<file path="src/rtl/rs485_tx_pkg.sv">
package rs485_tx_pkg;

    localparam int DATA_W     = 8;
    localparam int FIFO_DEPTH = 16;
    localparam int GUARD_BITS = 3;

    typedef enum logic [1:0] {
        DIR_IDLE,
        DIR_LEAD,
        DIR_SEND,
        DIR_GUARD
    } dir_state_e;

    typedef struct packed {
        logic empty;
        logic full;
    } fifo_flags_t;

endpackage

</file>
<file path="src/rtl/rs485_tx_fifo.sv">
module rs485_tx_fifo
    import rs485_tx_pkg::*;
#(
    parameter int DW    = DATA_W,
    parameter int DEPTH = FIFO_DEPTH
) (
    input  logic              clk,
    input  logic              rst,
    input  logic              push,
    input  logic [DW-1:0]     push_data,
    input  logic              pop,
    output logic [DW-1:0]     head,
    output fifo_flags_t       flags
);
    localparam int AW = $clog2(DEPTH);
    localparam int CW = AW + 1;

    logic [DW-1:0] mem [DEPTH];
    logic [AW-1:0] wptr, rptr;
    logic [CW-1:0] count;
    logic          do_push, do_pop;

    assign do_push     = push && !flags.full;
    assign do_pop      = pop && !flags.empty;
    assign head        = mem[rptr];
    assign flags.empty = (count == '0);
    assign flags.full  = (count == CW'(DEPTH));

    always_ff @(posedge clk) begin
        if (do_push) mem[wptr] <= push_data;
    end

    always_ff @(posedge clk) begin
        if (rst) begin
            wptr  <= '0;
            rptr  <= '0;
            count <= '0;
        end else begin
            if (do_push) wptr <= (wptr == AW'(DEPTH - 1)) ? '0 : wptr + 1'b1;
            if (do_pop)  rptr <= (rptr == AW'(DEPTH - 1)) ? '0 : rptr + 1'b1;
            if (do_push && !do_pop)      count <= count + 1'b1;
            else if (do_pop && !do_push) count <= count - 1'b1;
        end
    end
endmodule

</file>
<file path="src/rtl/rs485_tx_shifter.sv">
module rs485_tx_shifter
    import rs485_tx_pkg::*;
#(
    parameter int DW = DATA_W
) (
    input  logic          clk,
    input  logic          rst,
    input  logic          tick,
    input  logic          load,
    input  logic [DW-1:0] load_data,
    output logic          txd,
    output logic          stop_end
);
    localparam int FB = DW + 2;
    localparam int CW = $clog2(FB);

    logic [FB-1:0] sreg;
    logic [CW-1:0] bitcnt;
    logic          busy;

    assign txd      = sreg[0];
    assign stop_end = tick && busy && (bitcnt == CW'(FB - 1));

    always_ff @(posedge clk) begin
        if (rst) begin
            sreg   <= '1;
            bitcnt <= '0;
            busy   <= 1'b0;
        end else if (load) begin
            sreg   <= {1'b1, load_data, 1'b0};
            bitcnt <= '0;
            busy   <= 1'b1;
        end else if (tick && busy) begin
            sreg <= {1'b1, sreg[FB-1:1]};
            if (bitcnt == CW'(FB - 1)) begin
                bitcnt <= '0;
                busy   <= 1'b0;
            end else begin
                bitcnt <= bitcnt + 1'b1;
            end
        end
    end
endmodule

</file>
<file path="src/rtl/rs485_dir_ctrl.sv">
module rs485_dir_ctrl
    import rs485_tx_pkg::*;
#(
    parameter int GUARD = GUARD_BITS
) (
    input  logic clk,
    input  logic rst,
    input  logic tick,
    input  logic fifo_empty,
    input  logic stop_end,
    output logic pop,
    output logic dir_tx
);
    localparam int GW = $clog2(GUARD + 1);

    dir_state_e    state;
    logic [GW-1:0] gcnt;

    always_comb begin
        pop = 1'b0;
        if (tick && !fifo_empty) begin
            unique case (state)
                DIR_LEAD:  pop = 1'b1;
                DIR_SEND:  pop = stop_end;
                DIR_GUARD: pop = 1'b1;
                default:   pop = 1'b0;
            endcase
        end
    end

    always_ff @(posedge clk) begin
        if (rst) begin
            state  <= DIR_IDLE;
            gcnt   <= '0;
            dir_tx <= 1'b0;
        end else begin
            unique case (state)
                DIR_IDLE: if (tick && !fifo_empty) begin
                    state  <= DIR_LEAD;
                    dir_tx <= 1'b1;
                end
                DIR_LEAD: if (tick) state <= DIR_SEND;
                DIR_SEND: if (stop_end && fifo_empty) begin
                    state <= DIR_GUARD;
                    gcnt  <= '0;
                end
                DIR_GUARD: if (tick) begin
                    if (!fifo_empty) begin
                        state <= DIR_SEND;
                    end else if (gcnt == GW'(GUARD - 1)) begin
                        state  <= DIR_IDLE;
                        dir_tx <= 1'b0;
                    end else begin
                        gcnt <= gcnt + 1'b1;
                    end
                end
                default: state <= DIR_IDLE;
            endcase
        end
    end
endmodule

</file>
<file path="src/rtl/rs485_uart_tx.sv">
module rs485_uart_tx
    import rs485_tx_pkg::*;
#(
    parameter int DW    = DATA_W,
    parameter int DEPTH = FIFO_DEPTH,
    parameter int GUARD = GUARD_BITS
) (
    input  logic          clk,
    input  logic          rst,
    input  logic          wr_en,
    input  logic [DW-1:0] wr_data,
    output logic          full,
    input  logic          baud_tick,
    output logic          txd,
    output logic          dir_tx
);
    fifo_flags_t   flags;
    logic [DW-1:0] head;
    logic          pop;
    logic          stop_end;

    assign full = flags.full;

    rs485_tx_fifo #(.DW(DW), .DEPTH(DEPTH)) u_fifo (
        .clk       (clk),
        .rst       (rst),
        .push      (wr_en),
        .push_data (wr_data),
        .pop       (pop),
        .head      (head),
        .flags     (flags)
    );

    rs485_tx_shifter #(.DW(DW)) u_shift (
        .clk       (clk),
        .rst       (rst),
        .tick      (baud_tick),
        .load      (pop),
        .load_data (head),
        .txd       (txd),
        .stop_end  (stop_end)
    );

    rs485_dir_ctrl #(.GUARD(GUARD)) u_dir (
        .clk        (clk),
        .rst        (rst),
        .tick       (baud_tick),
        .fifo_empty (flags.empty),
        .stop_end   (stop_end),
        .pop        (pop),
        .dir_tx     (dir_tx)
    );
endmodule

</file>
<file path="config.mk">
export PLATFORM = sky130hd
export DESIGN_NAME = rs485_uart_tx
export DESIGN_NICKNAME = d
export VERILOG_FILES = /design/src/rtl/rs485_tx_pkg.sv /design/src/rtl/rs485_tx_fifo.sv /design/src/rtl/rs485_tx_shifter.sv /design/src/rtl/rs485_dir_ctrl.sv /design/src/rtl/rs485_uart_tx.sv
export SDC_FILE = /design/constraint.sdc
export NUM_CORES = 1
export LEC_CHECK = 0
export CORE_UTILIZATION = 45
export CTS_BUF_LIST = sky130_fd_sc_hd__clkbuf_16
export DETAILED_ROUTE_END_ITERATION = 12
export GPL_ROUTABILITY_DRIVEN = 0
export PLACE_DENSITY = 0.66
export SYNTH_ARGS = -nofsm -noshare
export SYNTH_HDL_FRONTEND = slang
export SYNTH_SLANG_ARGS = --single-unit
</file>
<file path="constraint.sdc">
create_clock -name clk -period 3.72 [get_ports clk]
set_clock_uncertainty 0.2 [all_clocks]
set_input_delay 1.116 -clock clk [delete_from_list [all_inputs] [get_ports clk]]
set_output_delay 1.116 -clock clk [all_outputs]
set_load 0.02 [all_outputs]
</file>
==> reports/summary.txt, run 1 <==
status: completed
critical path, cell by cell: clkdlybuf4s50_1 -> and2_1 -> a41oi_1 -> nor2_2 -> inv_2 -> ha_1 -> inv_1 -> fa_1 -> a21o_1 -> a21oi_1 -> xnor2_1 -> or3_1 -> a21oi_1
routed vias: 3587
RSZ-0062 raised after global routing: false
HP Class: reg -> reg
Worst R2R Path Depth: 12
first-pass GRT wire length: 19.07 mm
mux contribution to synthesized area: 12.84%
Die Y: 123.8 um
crit share post-route: 94.42%
post-synthesis adder-cell area fraction: 2.175%
post-synthesis async set-or-reset flop share: 0%
diode count: 0
Final setup viols: 0
# rows: 44
Syn Inst Count: 419
Least-Margin Pin Slew: 963.2 ps
reg-to-reg endpoint: u_fifo.count[4]
routed wire length: 12.60 mm
initial drt markers: 203
Setup TNS Final: 0 ps
total global-route track usage: 17.92%
grt ovf: 0
Max Fanout on Critical Path: 3
fin cells: 660
Mapped Nets: 442
top_reg_cell synth: edfxtp_1
PwrDens: 593.0 nW/um2
maxcap violations: 0
HP Start: u_shift.busy
Compound-Gate Fraction of Synth Area: 6.318%
dominant combinational cell family by area after synthesis: multiplexers
flop-to-flop setup slack: 570 ps
Worst path max stage delay: 420 ps
Die X: 123.8 um
detailed-placement wirelength estimate: 7.941 mm
Layout area overhead: 16.25%
CP top delay family: compound AO/OA/AOI/OAI gates
synth unique cells: 47
fraction of layout cells with a size suffix above 1: 19.96%
count of hold-fix buffers inserted at cts: 0
vias in the first global route: 3543
Worst EP arrival: 3660 ps
Achievable Freq: 284.7 MHz
CTS Buffer Depth: 2
Vias/cell: 5.435
placed cell count: 628
wire per inst: 19.09 um
CTS resizes: 0
most frequent cells in the layout: edfxtp_1 (128), dfxtp_1 (35), buf_4 (31)
largest net degree at the start of global routing: 33
io pins: 15
xor-xnor portion of the synthesized cell area: 1.050%
depth of the CTS H-tree: 4
Slew Limit Headroom: 35.58%
Worst-Skew Late Latency: 420 ps
nets: 486
DRT Pass-1 Iters: 4
Hold EP: u_shift.busy
Leakage: 2.566 nW
most common cell after layout, fill and taps aside: edfxtp_1
Slew Viols, Final: 0
Post-CTS Setup Inserts: 0
PortBufs: 14
Synth warnings: 0
clk slew on worst S/H paths: 60 ps
most used cell, CP: a21oi_1
cell area after layout: 7759 um2
syn_area_per_cell: 15.93 um2
hold depth: 2
Remaining DRCs: 0
Synth Cell Area: 6674 um2
CORE AREA: 14480 um2
Worst Setup End Kind: flip-flop
Power Total: 4.601 mW
initial core utilization: 46.09%
RR Startpoint: u_fifo.count[0]
initial antenna violation count: 0
CTS tree: built
Buffers & Inverters on Critical Path: 3
Die ar.: 15320 um2
WP data required: 3870 ps
hold slack final: 291.4 ps
Clock Sinks: 164
ANT nets after route: 0
post-synthesis sequential area ratio: 68.39%
crit path launch type: input pin
#FFs+latches synth: 164
VDD IR max: 0.3331 mV
Post-Synth Simple-Gate Area: 7.068%
area post-placement: 7177 um2
Critical-path top delay cell: clkdlybuf4s50_1
Setup CP Type: in -> reg
Post-synth EDFFs: 128
root buf cell: clkbuf_16
cts bufs inserted: 17
crit path time final: 3512 ps
Hold Violations, Final: 0
## registers in the layout, indices dropped and copies added (netlist names), named ones only
signal / cells
u_fifo.wptr: 4
u_shift.bitcnt: 4
u_fifo.mem: 128
u_fifo.rptr: 4
u_shift.sreg: 9
u_dir.dir_tx: 1
u_shift.busy: 1
u_fifo.count: 5
u_dir.state: 2
u_dir.gcnt: 2
## through the flow
stage / setup WS [ps] / utilization (%)
after CTS: 205.4 / 53.59
final: 207.5 / 53.59
after global placement: -121.2 / 49.57
after detailed placement: -182.8 / 49.57
after floorplan: 154.9 / -
after global routing: 64.52 / 53.59
## worst max path at each step
| stage | depth (start not counted) | from | end |
|---|---|---|---|
| 6_report | 13 | baud_tick | u_fifo.count[4] |
| 3_3_place_gp | 13 | baud_tick | u_fifo.count[4] |
| 2_1_floorplan | 13 | baud_tick | u_fifo.count[4] |
| 5_1_grt | 3 | u_fifo.count[0] | full |
| 4_1_cts | 3 | u_fifo.count[0] | full |
| 3_5_place_dp | 13 | baud_tick | u_fifo.count[4] |
## worst min-delay path: cells and delay by family, from the launching register on
family | cells | cell delay, ps
AOI/OAI and AO/OA | 1 | 60
and+or+nand+nor | 1 | 60
DFF | 1 | 330
## synth_stat cells, types with 2 or more instances
| library cell | number | area share (%) |
|---|---|---|
| clkbuf_1 | 10 | 0.56 |
| nand2b_1 | 3 | 0.28 |
| a211o_1 | 7 | 0.92 |
| buf_2 | 6 | 0.45 |
| nor3_1 | 8 | 0.60 |
| inv_1 | 5 | 0.28 |
| nand2_1 | 30 | 1.7 |
| edfxtp_1 | 128 | 58 |
| a311oi_1 | 2 | 0.26 |
| nor2_1 | 28 | 1.6 |
| a21o_1 | 2 | 0.22 |
| and2_1 | 3 | 0.28 |
| nor2b_1 | 10 | 0.94 |
| buf_6 | 2 | 0.34 |
| mux4_2 | 28 | 9.4 |
| nor4_1 | 3 | 0.28 |
| o21ai_0 | 7 | 0.52 |
| nor3b_1 | 3 | 0.34 |
| nand3_1 | 3 | 0.22 |
| a211oi_1 | 8 | 0.90 |
| mux2i_1 | 11 | 1.6 |
| nand3b_1 | 2 | 0.22 |
| a21oi_1 | 30 | 2.2 |
| a31oi_1 | 2 | 0.19 |
| dfxtp_1 | 36 | 11 |
| xor2_1 | 3 | 0.39 |
| ha_1 | 10 | 1.9 |
| or4_1 | 2 | 0.22 |
| xnor2_1 | 5 | 0.66 |
| mux4_1 | 4 | 1.6 |
| or3_1 | 2 | 0.19 |
## report_power, final
part / switching [mW] / internal, mW / total (mW)
Clock: 0.710 / 0.992 / 1.70
Sequential: 0.0880 / 2.08 / 2.17
Combinational: 0.364 / 0.366 / 0.730
Total: 1.16 / 3.44 / 4.60
## area by class of cell
cell class | instances | area (um2)
fill | 1171 | 6720
multi-input combinational | 228 | 1966
clock inverter | 15 | 156.4
inverter | 6 | 22.52
timing repair buffer | 46 | 392.9
clock buffer | 17 | 425.4
sequential | 164 | 4566
tap | 184 | 230.2
## cell families (layout without fill, tap and decap cells)
logic type                 Yosys count  count (layout)
DFF                                164             164
and+or+nand+nor                     99              99
buffers and inverters               27              84
xor gates and xnor gates             8               8
muxes                               44              44
AOI/OAI and AO/OA                   66              66
adders and majority gates           11              11
## layer usage
metal / global-route usage [%] / share of wire [%] / up-vias
met1: 24.15 / 46 / 1788
met4: 7.907 / 1.9 / 0
met5: 0 / 0 / -
met3: 4.670 / 3.8 / 17
li1: - / - / 1721
met2: 27.40 / 48 / 61
Power figures use the tool's default switching activity.
==> inputs of run 2 (changes only) <==
- CTS_CLUSTER_SIZE: default -> 20
==> results of run 2 <==
The final DEF is identical to that of run 1; final timing and power are the same.
==> inputs of run 3 (changes only) <==
- CORE_UTILIZATION: 45 -> 60
- PLACE_DENSITY: 0.66 -> 0.82
==> reports/summary.txt, run 3 (synthesized netlist as in run 1, its figures left out) <==
status: completed
Max Fanout on Critical Path: 3
fillcell total: 665
CORE AREA: 10840 um2
CTS tree: built
Power Total: 4.490 mW
Worst path max stage delay: 420 ps
Critical-path top delay cell: clkdlybuf4s50_1
RSZ-0062 raised after global routing: false
most frequent cells in the layout: edfxtp_1 (128), dfxtp_1 (35), buf_4 (35)
register area: 4566 um2
first-pass GRT wire length: 20.34 mm
Die Y: 107.5 um
most common cell after layout, fill and taps aside: edfxtp_1
# rows: 38
Worst Setup End Kind: flip-flop
Achievable Freq: 280.0 MHz
fin cells: 619
CTS resizes: 0
diode count: 0
Clock Sinks: 164
root buf cell: clkbuf_16
nets: 489
Die ar.: 11550 um2
cell area after layout: 7672 um2
count of hold-fix buffers inserted at cts: 0
DRT Pass-1 Iters: 5
PortBufs: 14
Hold Violations, Final: 0
pre-CTS setup slack: -227.5 ps
placed cell count: 587
critical path, cell by cell: clkdlybuf4s50_1 -> and2_1 -> a41oi_1 -> nor2_2 -> inv_2 -> ha_1 -> inv_1 -> fa_1 -> a21o_1 -> a21oi_1 -> xnor2_1 -> or3_1 -> a21oi_1
top flop regs: u_fifo.mem x128, u_shift.sreg x9, u_fifo.count x5
Final setup viols: 0
Layout area overhead: 14.96%
CP top delay family: compound AO/OA/AOI/OAI gates
cts bufs inserted: 17
vias in the first global route: 3791
fraction of layout cells with a size suffix above 1: 20.04%
most used cell, CP: a21oi_1
routed vias: 3821
grt ovf: 0
initial drt markers: 474
RR Startpoint: u_fifo.count[0]
clk slew on worst S/H paths: 60 ps
Least-Margin Pin Slew: 886.4 ps
Largest Register: u_fifo.mem
io pins: 15
crit path time final: 3572 ps
depth of the CTS H-tree: 4
initial core utilization: 61.57%
ANT nets after route: 0
VDD IR max: 0.5028 mV
HP Start: u_shift.busy
Largest register FFs: 128
Vias/cell: 6.173
routed wire length: 13.22 mm
total global-route track usage: 25.12%
initial antenna violation count: 0
Setup CP Type: in -> reg
Leakage: 2.575 nW
Remaining DRCs: 0
multi-input logic area: 1966 um2
Die X: 107.5 um
Slew Limit Headroom: 40.72%
CTS Buffer Depth: 2
worst setup margin: 148.5 ps
wire per inst: 21.36 um
HP Class: reg -> reg
Buffers & Inverters on Critical Path: 3
area post-placement: 7132 um2
crit share post-route: 96.01%
Post-CTS Setup Inserts: 0
detailed-placement wirelength estimate: 8.241 mm
WP data required: 3870 ps
Slew Viols, Final: 0
largest net degree at the start of global routing: 26
CP Launch Point: baud_tick
crit path launch type: input pin
PwrDens: 585.2 nW/um2
maxcap violations: 0
Worst-Skew Late Latency: 430 ps
Worst EP arrival: 3720 ps
-- run 3: cell types whose count changed in the layout (fill, tap and decap cells not counted), sizes merged --
cell / previous run / this run
buf: 32 / 35
clkinvlp: 3 / 1
inv: 9 / 11
bufinv: 2 / 1
clkinv: 7 / 8
-- run 3: final cells by class --
| cell class | instances | share of cell area (%) |
|---|---|---|
| inverters | 6 | 0.2935 |
| repair buffers | 49 | 5.251 |
| well taps | 140 | 2.283 |
| multi-input cells | 228 | 25.62 |
| flip-flops and latches | 164 | 59.51 |
| clock inverters | 15 | 1.500 |
| clock buffers | 17 | 5.545 |
-- run 3: layer usage --
metal	vias to the layer above	wire length [um]	GRT usage [%]
met2	161	6723	41.57
met4	0	387	11.55
met5	-	0	0
met3	36	889	6.538
li1	1725	-	-
met1	1899	5219	31.18
-- run 3: worst paths after layout --
path / end / slack, ps / cells past startpoint
min reg2reg: u_shift.busy / 290 / 2
max: u_fifo.count[4] / 150 / 13
max reg2reg: u_fifo.count[4] / 560 / 12
min: u_shift.busy / 290 / 2
-- run 3: worst register-to-register path, stage by stage, from the launching register on --
cell and delay (ps):
dfxtp_1 370, or4_1 610, o21ai_1 220, nor2_2 80, inv_2 70, ha_1 160, inv_1 90, fa_1 390
a21o_1 170, a21oi_1 160, xnor2_1 100, or3_1 320, a21oi_1 160
-- run 3: metrics by stage --
stage               hold WS, ps  setup TNS [ps]  util, %
floorplan                 245.0               0        -
global placement          263.1          -112.2    65.79
detailed placement        275.2          -244.5    65.79
CTS                       283.5               0    70.78
global route              299.7               0    70.78
finish                    287.0               0    70.78
-- run 3: power by group --
group / switching (mW) / internal, mW / leakage [nW] / total, mW
combinational: 0.372 / 0.362 / 0.853 / 0.733
clock: 0.675 / 0.911 / 0.273 / 1.59
sequential: 0.0905 / 2.08 / 1.45 / 2.17
total: 1.14 / 3.35 / 2.58 / 4.49
